`src/rtl/uart_bridge_pkg.sv`:
```
package uart_bridge_pkg;
   typedef enum logic [2:0] {
      SEL_DATA  = 3'd0,
      SEL_PORT  = 3'd1,
      SEL_MODEM = 3'd2,
      SEL_BAUD  = 3'd3,
      SEL_IEN   = 3'd4,
      SEL_ISTAT = 3'd5
   } reg_sel_e;

   localparam int NUM_EVT   = 4;
   localparam int EV_RXBYTE = 0;
   localparam int EV_NEMPTY = 1;
   localparam int EV_NFULL  = 2;
   localparam int EV_TXDONE = 3;
endpackage

```
`src/rtl/bridge_sync.sv`:
```
module bridge_sync #(
   parameter int W       = 3,
   parameter int STAGES  = 2,
   parameter logic [W-1:0] RST_VAL = '0
) (
   input  logic         clk,
   input  logic         rst_n,
   input  logic [W-1:0] d,
   output logic [W-1:0] q
);
   logic [STAGES-1:0][W-1:0] chain_q;

   generate
      if (STAGES < 2) begin : g_bad_stages
         $error("bridge_sync needs at least two stages");
      end
   endgenerate

   always_ff @(posedge clk or negedge rst_n) begin
      if (!rst_n) begin
         for (int i = 0; i < STAGES; i++) chain_q[i] <= RST_VAL;
      end else begin
         chain_q[0] <= d;
         for (int i = 1; i < STAGES; i++) chain_q[i] <= chain_q[i-1];
      end
   end

   assign q = chain_q[STAGES-1];
endmodule

```
`src/rtl/bridge_fifo.sv`:
```
module bridge_fifo #(
   parameter int W     = 8,
   parameter int DEPTH = 256,
   localparam int AW   = $clog2(DEPTH),
   localparam int CW   = $clog2(DEPTH + 1)
) (
   input  logic          clk,
   input  logic          rst_n,
   input  logic          push,
   input  logic [W-1:0]  push_data,
   input  logic          pop,
   output logic [W-1:0]  head,
   output logic          empty,
   output logic          full,
   output logic [CW-1:0] count
);
   logic [W-1:0]  mem_q [DEPTH];
   logic [AW-1:0] wr_q, rd_q;
   logic [CW-1:0] cnt_q;
   logic          push_ok, pop_ok;

   generate
      if (DEPTH < 4 || (DEPTH & (DEPTH - 1)) != 0) begin : g_bad_depth
         $error("bridge_fifo DEPTH must be a power of two of at least 4");
      end
   endgenerate

   assign empty   = (cnt_q == '0);
   assign full    = (cnt_q == CW'(DEPTH));
   assign push_ok = push && !full;
   assign pop_ok  = pop && !empty;
   assign head    = mem_q[rd_q];
   assign count   = cnt_q;

   always_ff @(posedge clk) begin
      if (push_ok) mem_q[wr_q] <= push_data;
   end

   always_ff @(posedge clk or negedge rst_n) begin
      if (!rst_n) begin
         wr_q  <= '0;
         rd_q  <= '0;
         cnt_q <= '0;
      end else begin
         if (push_ok) wr_q <= wr_q + 1'b1;
         if (pop_ok)  rd_q <= rd_q + 1'b1;
         case ({push_ok, pop_ok})
            2'b10:   cnt_q <= cnt_q + 1'b1;
            2'b01:   cnt_q <= cnt_q - 1'b1;
            default: cnt_q <= cnt_q;
         endcase
      end
   end

   // a push into a full buffer leaves the occupancy unchanged
   a_r8_full_push_dropped: assert property (@(posedge clk) disable iff (!rst_n)
      (full && push && !pop) |=> (count == $past(count)));
   // popping an empty buffer does nothing
   a_r6_empty_pop_ignored: assert property (@(posedge clk) disable iff (!rst_n)
      (empty && pop && !push) |=> empty);
endmodule

```
`src/rtl/bridge_irq.sv`:
```
module bridge_irq
   import uart_bridge_pkg::*;
#(
   parameter int DEPTH = 256,
   localparam int CW   = $clog2(DEPTH + 1),
   localparam int HI   = (DEPTH * 3) / 4,
   localparam int LO   = DEPTH / 4
) (
   input  logic               clk,
   input  logic               rst_n,
   input  logic               rx_accept,
   input  logic [CW-1:0]      rx_count,
   input  logic [CW-1:0]      tx_count,
   input  logic               clr_we,
   input  logic [NUM_EVT-1:0] clr_mask,
   output logic [NUM_EVT-1:0] status
);
   logic [NUM_EVT-1:0] stat_q, set_vec;
   logic arm_ne_q, arm_nf_q, arm_te_q;
   logic fire_ne, fire_nf, fire_te;

   assign fire_ne = arm_ne_q && (rx_count != '0);
   assign fire_nf = arm_nf_q && (rx_count >= CW'(HI));
   assign fire_te = arm_te_q && (tx_count == '0);

   always_comb begin
      set_vec            = '0;
      set_vec[EV_RXBYTE] = rx_accept;
      set_vec[EV_NEMPTY] = fire_ne;
      set_vec[EV_NFULL]  = fire_nf;
      set_vec[EV_TXDONE] = fire_te;
   end

   always_ff @(posedge clk or negedge rst_n) begin
      if (!rst_n) begin
         stat_q   <= '0;
         arm_ne_q <= 1'b1;
         arm_nf_q <= 1'b1;
         arm_te_q <= 1'b0;
      end else begin
         stat_q <= (stat_q & ~(clr_we ? clr_mask : '0)) | set_vec;
         if (rx_count == '0)         arm_ne_q <= 1'b1;
         else if (fire_ne)           arm_ne_q <= 1'b0;
         if (rx_count <= CW'(LO))    arm_nf_q <= 1'b1;
         else if (fire_nf)           arm_nf_q <= 1'b0;
         if (tx_count != '0)         arm_te_q <= 1'b1;
         else if (fire_te)           arm_te_q <= 1'b0;
      end
   end

   assign status = stat_q;

   // not-empty event cannot repeat while the buffer stays occupied
   a_r10_nempty_once: assert property (@(posedge clk) disable iff (!rst_n)
      (!arm_ne_q && rx_count != '0) |=> !arm_ne_q);
   // nearly-full event disarmed above the low mark stays disarmed
   a_r11_nfull_hyst: assert property (@(posedge clk) disable iff (!rst_n)
      (!arm_nf_q && rx_count > CW'(LO)) |=> !arm_nf_q);
endmodule

```
`src/rtl/uart_host_bridge.sv`:
```
module uart_host_bridge
   import uart_bridge_pkg::*;
#(
   parameter int DEPTH       = 256,
   parameter int SYNC_STAGES = 2,
   parameter int TIMEOUT_CYC = 250_000_000,
   localparam int CW = $clog2(DEPTH + 1),
   localparam int TW = $clog2(TIMEOUT_CYC + 1)
) (
   input  logic       clk,
   input  logic       rst_n,
   input  logic [7:0] host_din,
   output logic [7:0] host_dout,
   output logic       host_oe,
   input  logic       host_rd,
   input  logic       host_stb_n,
   input  logic       host_sel,
   output logic       data_wait,
   output logic       clr_send,
   output logic       irq,
   input  logic       rx_valid,
   input  logic [7:0] rx_byte,
   output logic       tx_valid,
   input  logic       tx_ready,
   output logic [7:0] tx_byte,
   input  logic [7:0] modem_in,
   output logic [7:0] modem_out,
   output logic [7:0] port_num,
   output logic [7:0] baud_sel
);
   generate
      if (TIMEOUT_CYC < 2) begin : g_bad_timeout
         $error("TIMEOUT_CYC must be at least 2");
      end
   endgenerate

   // host control synchronisation
   logic [2:0] ctl_s;
   logic stb_s, rd_s, sel_s, stb_prev_q, stb_fall;
   bridge_sync #(.W(3), .STAGES(SYNC_STAGES), .RST_VAL(3'b100)) u_sync (
      .clk(clk), .rst_n(rst_n),
      .d({host_stb_n, host_rd, host_sel}), .q(ctl_s));
   assign {stb_s, rd_s, sel_s} = ctl_s;
   assign stb_fall = stb_prev_q && !stb_s;

   // buffers
   logic [7:0]    rx_head, tx_head;
   logic          rx_empty, rx_full, tx_empty, tx_full;
   logic [CW-1:0] rx_count, tx_count;
   logic          rx_pop, tx_push, tx_pop;

   bridge_fifo #(.W(8), .DEPTH(DEPTH)) u_rx_buf (
      .clk(clk), .rst_n(rst_n), .push(rx_valid), .push_data(rx_byte),
      .pop(rx_pop), .head(rx_head), .empty(rx_empty), .full(rx_full),
      .count(rx_count));

   bridge_fifo #(.W(8), .DEPTH(DEPTH)) u_tx_buf (
      .clk(clk), .rst_n(rst_n), .push(tx_push), .push_data(host_din),
      .pop(tx_pop), .head(tx_head), .empty(tx_empty), .full(tx_full),
      .count(tx_count));

   assign tx_valid = !tx_empty;
   assign tx_byte  = tx_head;
   assign tx_pop   = tx_valid && tx_ready;

   // handshake and register access
   logic       rd_start, wr_start, ptr_load, data_wr;
   logic [2:0] ptr_q;
   logic       rd_busy_q, wr_ack_q;
   logic [7:0] rd_q, rd_mux;
   logic [7:0] port_q, modem_q, baud_q;
   logic [NUM_EVT-1:0] ien_q, istat;
   logic [TW-1:0] idle_q;
   logic       clr_we;

   assign rd_start = stb_fall && rd_s;
   assign wr_start = stb_fall && !rd_s;
   assign ptr_load = wr_start && sel_s;
   assign data_wr  = wr_start && !sel_s;
   assign rx_pop   = rd_start && (ptr_q == SEL_DATA) && !rx_empty;
   assign tx_push  = data_wr && (ptr_q == SEL_DATA);
   assign clr_we   = data_wr && (ptr_q == SEL_ISTAT);

   always_comb begin
      case (ptr_q)
         SEL_DATA:  rd_mux = rx_empty ? 8'h00 : rx_head;
         SEL_PORT:  rd_mux = port_q;
         SEL_MODEM: rd_mux = modem_in;
         SEL_BAUD:  rd_mux = baud_q;
         SEL_IEN:   rd_mux = {{(8-NUM_EVT){1'b0}}, ien_q};
         SEL_ISTAT: rd_mux = {{(8-NUM_EVT){1'b0}}, istat};
         default:   rd_mux = 8'h00;
      endcase
   end

   always_ff @(posedge clk or negedge rst_n) begin
      if (!rst_n) begin
         stb_prev_q <= 1'b1;
         rd_busy_q  <= 1'b0;
         wr_ack_q   <= 1'b0;
         rd_q       <= 8'h00;
      end else begin
         stb_prev_q <= stb_s;
         if (rd_start) begin
            rd_busy_q <= 1'b1;
            rd_q      <= rd_mux;
         end else if (!rd_s) begin
            rd_busy_q <= 1'b0;
         end
         if (wr_start)   wr_ack_q <= 1'b1;
         else if (stb_s) wr_ack_q <= 1'b0;
      end
   end

   always_ff @(posedge clk or negedge rst_n) begin
      if (!rst_n) begin
         ptr_q  <= SEL_DATA;
         idle_q <= '0;
      end else if (ptr_load) begin
         ptr_q  <= host_din[2:0];
         idle_q <= '0;
      end else if ((rd_start || data_wr) && ptr_q != SEL_DATA) begin
         ptr_q  <= SEL_DATA;
         idle_q <= '0;
      end else if (ptr_q != SEL_DATA) begin
         if (idle_q == TW'(TIMEOUT_CYC - 1)) begin
            ptr_q  <= SEL_DATA;
            idle_q <= '0;
         end else begin
            idle_q <= idle_q + 1'b1;
         end
      end else begin
         idle_q <= '0;
      end
   end

   always_ff @(posedge clk or negedge rst_n) begin
      if (!rst_n) begin
         port_q  <= 8'h00;
         modem_q <= 8'h00;
         baud_q  <= 8'h00;
         ien_q   <= '0;
      end else if (data_wr) begin
         case (ptr_q)
            SEL_PORT:  port_q  <= host_din;
            SEL_MODEM: modem_q <= host_din;
            SEL_BAUD:  baud_q  <= host_din;
            SEL_IEN:   ien_q   <= host_din[NUM_EVT-1:0];
            default:   ;
         endcase
      end
   end

   bridge_irq #(.DEPTH(DEPTH)) u_irq (
      .clk(clk), .rst_n(rst_n), .rx_accept(rx_valid && !rx_full),
      .rx_count(rx_count), .tx_count(tx_count), .clr_we(clr_we),
      .clr_mask(host_din[NUM_EVT-1:0]), .status(istat));

   assign irq       = |(istat & ien_q);
   assign host_oe   = rd_busy_q;
   assign host_dout = rd_busy_q ? rd_q : 8'h00;
   assign data_wait = !rd_busy_q && !rx_empty;
   assign clr_send  = !wr_ack_q && !tx_full;
   assign modem_out = modem_q;
   assign port_num  = port_q;
   assign baud_sel  = baud_q;

   // the bridge never drives the bus while signalling data waiting
   a_r5_bus_quiets_wait: assert property (@(posedge clk) disable iff (!rst_n)
      host_oe |-> !data_wait);
   // write acknowledge holds clear-to-send low
   a_r7_ack_blocks_send: assert property (@(posedge clk) disable iff (!rst_n)
      wr_ack_q |-> !clr_send);
   // a data access through a non-zero pointer returns it to zero
   a_r3_ptr_auto_return: assert property (@(posedge clk) disable iff (!rst_n)
      ((rd_start || data_wr) && ptr_q != SEL_DATA) |=> (ptr_q == SEL_DATA));
   // one strobe removes at most one received byte
   a_r14_single_pop: assert property (@(posedge clk) disable iff (!rst_n)
      rx_pop |=> !rx_pop);
endmodule

```
`config.mk`:
```
export PLATFORM = sky130hd
export DESIGN_NAME = uart_host_bridge
export DESIGN_NICKNAME = d
export VERILOG_FILES = /design/src/rtl/uart_bridge_pkg.sv /design/src/rtl/bridge_sync.sv /design/src/rtl/bridge_fifo.sv /design/src/rtl/bridge_irq.sv /design/src/rtl/uart_host_bridge.sv
export SDC_FILE = /design/constraint.sdc
export NUM_CORES = 2
export LEC_CHECK = 0
export ABC_AREA = 1
export ABC_CLOCK_PERIOD_IN_PS = 7800
export BUFFER_PORTS_ARGS = -buffer_cell sky130_fd_sc_hd__buf_2
export CAP_MARGIN = 20
export CELL_PAD_IN_SITES_DETAIL_PLACEMENT = 1
export CELL_PAD_IN_SITES_GLOBAL_PLACEMENT = 1
export CORE_AREA = 2 2 758 760
export DETAILED_ROUTE_END_ITERATION = 12
export DIE_AREA = 0 0 760 762
export PLACE_DENSITY_LB_ADDON = 0.1
export SLEW_MARGIN = 20
export SYNTH_ARGS = -nofsm -noshare
export SYNTH_HDL_FRONTEND = slang
export SYNTH_SLANG_ARGS = --single-unit
```
`constraint.sdc`:
```
create_clock -name clk -period 7.8 [get_ports clk]
set_input_delay 0.78 -clock clk [delete_from_list [all_inputs] [get_ports clk]]
set_output_delay 0.78 -clock clk [all_outputs]
set_load 0.03 [all_outputs]
```
### Yosys cells after proc, flatten, opt, wreduce, memory -nomap -nowiden

Memory sizes are Yosys's and may differ from the RTL's.
Cells that the tools add are included.

* div/mod/pow operators: 0
* equal/unequal tests: 13
* add/subtract/negate cells: 9
* bitwise gates (word level): 4
* reductions and logical operators: 50
* multiplexer cells: 28
* order comparisons: 2
* shifts and indexed selects: 0
* multiply operators: 0

Operator list (number)
* 28-bit 2-to-1 mux: 4
* 8-bit case mux with 6 select lines: 1
* 9-bit case mux with 2 select lines: 2
* 8-bit by 1-bit adder with 8-bit output (second input constant): 4
* 28-bit by 1-bit adder with 28-bit output (second input constant): 1
* 28-bit equality test (second input constant): 1
* 1-bit logical AND: 20
* 9-bit by 1-bit adder with 9-bit output (second input constant): 2
* 9-bit equality test (second input constant): 2
* 9-bit logical NOT: 2
* 9-bit nonzero test: 2
* 9-bit by 1-bit subtractor with 9-bit output (second input constant): 2
* 8-bit 2-to-1 mux: 2
* 1-bit 2-to-1 mux: 14
* 3-bit 2-to-1 mux: 4
* 2-bit nonzero test: 6
* 2-bit AND reduction: 5
* 9-bit by 8-bit >= comparator with 1-bit output (second input constant): 1
* 9-bit by 7-bit less-or-equal comparator with 1-bit output (second input constant): 1
* 1-bit logical NOT: 9
* 3-bit nonzero test: 3
* 4-bit AND: 2
* 3-bit by 2-bit equality test with 1-bit output (second input constant): 2
* 3-bit equality test (second input constant): 2
* other kinds (10): 12

* memories: 2
* flip-flop bits (word level): 133
* memory bits (writable): 4096
* latch bits: 0
* memory bits (read-only): 0
* word-level logic and storage cells: 130
* output and inout bits: 45

Memory list
* u_rx_buf.mem_q: depth 256, bits a word 8, read ports 1, clocked after Yosys merged registers in 0, write ports 1, RTL line bridge_fifo.sv:17 `logic [W-1:0] mem_q [DEPTH];`
* u_tx_buf.mem_q: depth 256, bits a word 8, read ports 1, clocked after Yosys merged registers in 0, write ports 1, RTL line bridge_fifo.sv:17

### Logic depth before layout (Yosys ltp)

* word-level depth: 9
* mapped depth: 25
* depth with buffers taken out: 24

### Cells and area by module

Synthesis repeated with hierarchy kept, for this count alone.

* cell total of the unflattened synthesis: 15807
* area total of the unflattened synthesis: 176631.9 µm²

Modules (own cells, without submodules)
* bridge_fifo (u_rx_buf): area each 86101.3 µm², cells each 7608, times used 1, seq. area each 62124.6 µm²
* bridge_fifo (u_tx_buf): area each 86060.0 µm², cells each 7601, times used 1, seq. area each 62124.6 µm²
* uart_host_bridge: area each 3951.3 µm², cells each 546, times used 1, seq. area each 1752.9 µm²
* bridge_irq: area each 344.1 µm², cells each 43, times used 1, seq. area each 177.7 µm²
* bridge_sync: area each 175.2 µm², cells each 9, times used 1, seq. area each 152.6 µm²

### Worst setup path after synthesis

Ideal clock, no wire load.

* kind: reg-to-reg
* start point: register u_tx_buf.cnt_q[3], in the netlist u_tx_buf.count[3]
* end point: register u_tx_buf.cnt_q[6], in the netlist u_tx_buf.count[6]
* setup time: 0.083 ns
* cell stages (with the launch flop): 24
* arrival: 3.155 ns
* buffers on the path: 1
* slack: 4.563 ns
* period minus slack after synthesis: 3.237 ns
* path through: dfrtp_1 -> or2_1 -> nor4_4 -> nand2_1 -> nand2_1 -> inv_1 -> ha_1 -> buf_2 -> xnor2_1 -> inv_1 -> ha_1 -> a21oi_1 -> inv_1 -> nand2_1 -> a21oi_1 -> nor2_1 -> nor2_1 -> inv_1 -> nand2_1 -> nand2_1 -> a21oi_1 -> nor2_1 -> nand2_1 -> o21ai_0

* word-level cells in the longest chain between the ends: 6
* elaborated cells between the ends (all ways): 13

RTL lines
* start: declaration: RTL line bridge_fifo.sv:19 `logic [CW-1:0] cnt_q;`
* start signal: assignment: RTL line bridge_fifo.sv:48 `2'b10: cnt_q <= cnt_q + 1'b1;`
* start signal: assignment: RTL line bridge_fifo.sv:49 `2'b01: cnt_q <= cnt_q - 1'b1;`
* start signal: assignment: RTL line bridge_fifo.sv:50 `default: cnt_q <= cnt_q;`
* 9-bit logical NOT (*): RTL line bridge_fifo.sv:28 `assign empty = (cnt_q == '0);`
* 1-bit logical NOT (*): RTL line uart_host_bridge.sv:62 `assign tx_valid = !tx_empty;`
* net tx_valid: RTL line uart_host_bridge.sv:23 `output logic tx_valid,`
* 1-bit logical AND: RTL line uart_host_bridge.sv:64 `assign tx_pop = tx_valid && tx_ready;`
* 1-bit logical AND (*): RTL line bridge_fifo.sv:31 `assign pop_ok = pop && !empty;`
* net u_tx_buf.pop_ok: RTL line bridge_fifo.sv:20 `logic push_ok, pop_ok;`
* 2-bit by 1-bit equality test with 1-bit output or 2-bit equality test (tied branches): RTL line bridge_fifo.sv:47 `case ({push_ok, pop_ok})`
* 9-bit case mux with 2 select lines or 2-bit nonzero test (tied branches)

Mark *: on every way through the listed nets, which the timed path passes. The rest lies on a longest branch.
A chain may end at the register's enable or synchronous reset.

### Worst setup path in the final report

* start point: register u_tx_buf.rd_q[0]
* end point: output tx_byte[7]

* word-level cells in the longest chain between the ends: 1

RTL lines
* start: declaration: RTL line bridge_fifo.sv:18 `logic [AW-1:0] wr_q, rd_q;`
* start signal: assignment: RTL line bridge_fifo.sv:46 `if (pop_ok) rd_q <= rd_q + 1'b1;`
* memory 256 x 8 bit
* end: declaration: RTL line uart_host_bridge.sv:25 `output logic [7:0] tx_byte,`

No other way between the ends.

==> metrics.txt <==
Final ANT Viol Nets=0; Avg Vias per Cell=5.127; Filler cells=60,890; slew margin rel.=23.06%; largest net degree at the start of global routing=190; post-synth net total=14,110; TNS Setup=0 ns; CP required=7.02 ns; Clock power frac=31.4%; Final Hold Fails=0; Num CTS Buffers=481; sequential share of the synthesized area=73.98%; cells resized by post-CTS repair=0; Async SR Flop Fraction=3.145%; routed wire length=605,400 um; Finished Layout Cells=21,860; grt ovf=0; worst reg-to-reg path cell count=15; Worst Setup EP=tx_byte[7]; highest routed layer=met5; kind of start point of the critical path=flop; multi-input logic area=39,570 sq um; gpl congestion=0.7946; Syn Inst Count=14,060; first-pass GRT wire length=867,300 um; Leak=64.93 nW; CP cell instances=inv_16 > buf_12 > o21ai_0 > o22ai_1 > a21oi_1 > nand3_1 > nand3_1 > nand3_1 > nand3_1 > nand2_1 > buf_2; Starting Density=29.90%; final non-filler cell area=193,800 sq um; RSZ-0062 raised after global routing=no; Int Power=42.86 mW; FF-to-FF End=rd_q[1]$_DFFE_PN0N_; setup violators final=0; Core Box Area=571,100 sq um; die width=760 um; Slowest-stage cell, CP=dfrtp_4; Max-Cap Viols=0; met1 WL=284,900 um; Post-synth EDFFs=4,096; drc violations=0; Area growth syn-to-layout=13.46%; #FFs+latches synth=4,229; initial antenna violation count=38; worst hold path class=primary input to flop; sequential share of power=36.8%; final worst slack=1.171 ns; CP dominant cell by count=nand3_1; Worst-Margin Slew=1.150 ns; worst-path fanout max=189; post-synth top area share=72.03%; vias=112,100; Post-CTS Hold Buffers=4; Tmin final=6.629 ns; Met3 Wirelength=28,350 um; Pwr Density=361.1 nW/um^2; max-slew violations=0; sw frac=38.74%; synth top area cells=edfxtp_1 (72%), nand2_1 (7.4%), nand3_1 (4.5%); top cell type by total area after synthesis=edfxtp_1; Mapped Area=170,800 sq um; Layout Utilization=33.92%; CTS root buffer=clkbuf_16; Worst Setup SP=u_tx_buf.rd_q[0]$_DFFE_PN0P_; clk_skew=0.08650 ns; Max IR drop VDD=0.0003563 V; CTS clk-pin slew, worst paths=0.06 ns; synth cell count leaders=edfxtp_1 (4,096), nand2_1 (3,387), nor2_1 (1,625); Setup Slack @ Placement=2.362 ns; Gate power share=31.8%; Ys Warns=0; share of cells above drive strength 1=7.055%; Max Clk Rate=150.9 MHz; launching point of the worst reg2reg path=u_rx_buf.rd_q[2]$_DFFE_PN0P_; WS Path Type=flop to output port; Synth cell types=48; H-tree levels=5; final period utilization=84.98%; final net count=13,940; CTS tree=yes; Main synth FF type=edfxtp_1; storage element area=126,400 sq um; drt first pass iters=5; count leader, synth=edfxtp_1; die height=762 um; Std-Cell Rows=278; metal2 WL=279,400 um; Die ar.=579,100 sq um; Total Power=69.96 mW; Iter 0 DRT Violations=9,210; slack of the worst reg-to-reg path=2.55 ns; DP Area=178,600 sq um; clock latency at the later pin of the worst-skew pair=1.04 ns; IO buf count=75; # clock sinks=4,229; detailed placement HPWL=345,900 um; Tot GR Track Use=20.30%; Max Buffers Root-to-Sink=4; Syn Area/Cell=12.14 sq um; Placed Cells incl. Taps=20,960; switching power of the nets=27.10 mW; status=completed; CP Capture Type=output port; I/O pins=76; worst path arrival time=5.85 ns; vias in the first global route=116,000; crit-path max cell delay=0.75 ns; Hold Slack=0.1263 ns; WL/cell=27.70 um; postcts setup bufs=0
-- cells in the final DEF (no fill, tap or decap), types with 120 or more instances in the layout --
cell	instances
clkbuf_1	120
edfxtp_1	4096
o221ai_1	206
buf_4	160
nor2_1	1620
nand3_1	1537
o21ai_0	1064
o22ai_1	315
nand2_1	3375
clkbuf_16	487
a21oi_1	373
-- how the worst min path moves through the flow --
stage	start	slack (ns)	cells past startpoint	endpoint
after global placement	u_sync.chain_q[1]$_DFF_PN0_	0.35	0	u_sync.q[1]$_DFF_PN0_
after detailed placement	u_sync.chain_q[0]$_DFF_PN0_	0.34	0	u_sync.q[0]$_DFF_PN0_
after global routing	host_din[0]	0.06	1	u_tx_buf.mem_q[225][0]$_DFFE_PP_
final	host_din[0]	0.13	1	u_tx_buf.mem_q[225][0]$_DFFE_PP_
after CTS	host_din[0]	0.02	1	u_tx_buf.mem_q[225][0]$_DFFE_PP_
after floorplan	u_sync.chain_q[0]$_DFF_PN0_	0.33	0	u_sync.q[0]$_DFF_PN0_
-- per-layer routing --
metal	up-vias	track usage [%]
li1	50110	-
met1	58840	29.27
met2	2435	32.76
met3	681	2.735
met4	6	4.143
met5	-	0
-- critical path, delay by kind of cell, from the launching register on --
family,cells,cell delay [ns]
DFF,1,0.75
buffers and inverters,3,1.41
AOI/OAI and AO/OA,3,0.67
and+or+nand+nor,5,1.48
-- registers in the layout (all words and copies together), names as in the netlist, 3 cells and up --
name,cells
u_sync.chain_q,3
baud_sel,8
u_tx_buf.wr_q,8
modem_out,8
ien_q,4
u_tx_buf.mem_q,2048
ptr_q,3
u_rx_buf.rd_q,8
u_tx_buf.count,9
idle_q,28
u_rx_buf.wr_q,8
u_tx_buf.rd_q,8
u_rx_buf.count,9
u_irq.status,4
port_num,8
rd_q,8
u_rx_buf.mem_q,2048
u_sync.q,3
-- power by group through the flow --
| stage | Clock [mW] | Combinational, mW | Sequential, mW |
|---|---|---|---|
| 2_1_floorplan | 0 | 12.9 | 25.9 |
| 6_report | 22.0 | 22.2 | 25.7 |
| 5_1_grt | 23.4 | 24.3 | 25.8 |
| 3_3_place_gp | 0 | 22.5 | 26.2 |
| 4_1_cts | 22.5 | 22.7 | 25.7 |
| 3_5_place_dp | 0 | 22.6 | 26.2 |
-- area by class of cell --
cell class	count	area share [%]
multi-input cells	8756	20.42
repair buffers	282	1.368
inverters	141	0.3145
diodes	11	0.01421
clock buffers	620	6.615
well taps	7560	4.882
flip-flops and latches	4229	65.22
clock inverters	260	1.166
-- kinds of logic (layout without fill, tap and decap cells) --
kind of cell             count (synthesis)  count (layout)  synth area share [%]
adder cells (fa/ha/maj)                 17              17                0.1246
AO/OA/AOI/OAI                         2068            2068                 6.868
AND/OR/NAND/NOR                       6621            6621                 15.84
flip-flops                            4229            4229                 73.98
buffers and inverters                 1076            1303                 2.930
other                                    0              11                     0
XOR/XNOR                                50              50                0.2564
No activity file was read; power rests on OpenSTA's default activity.
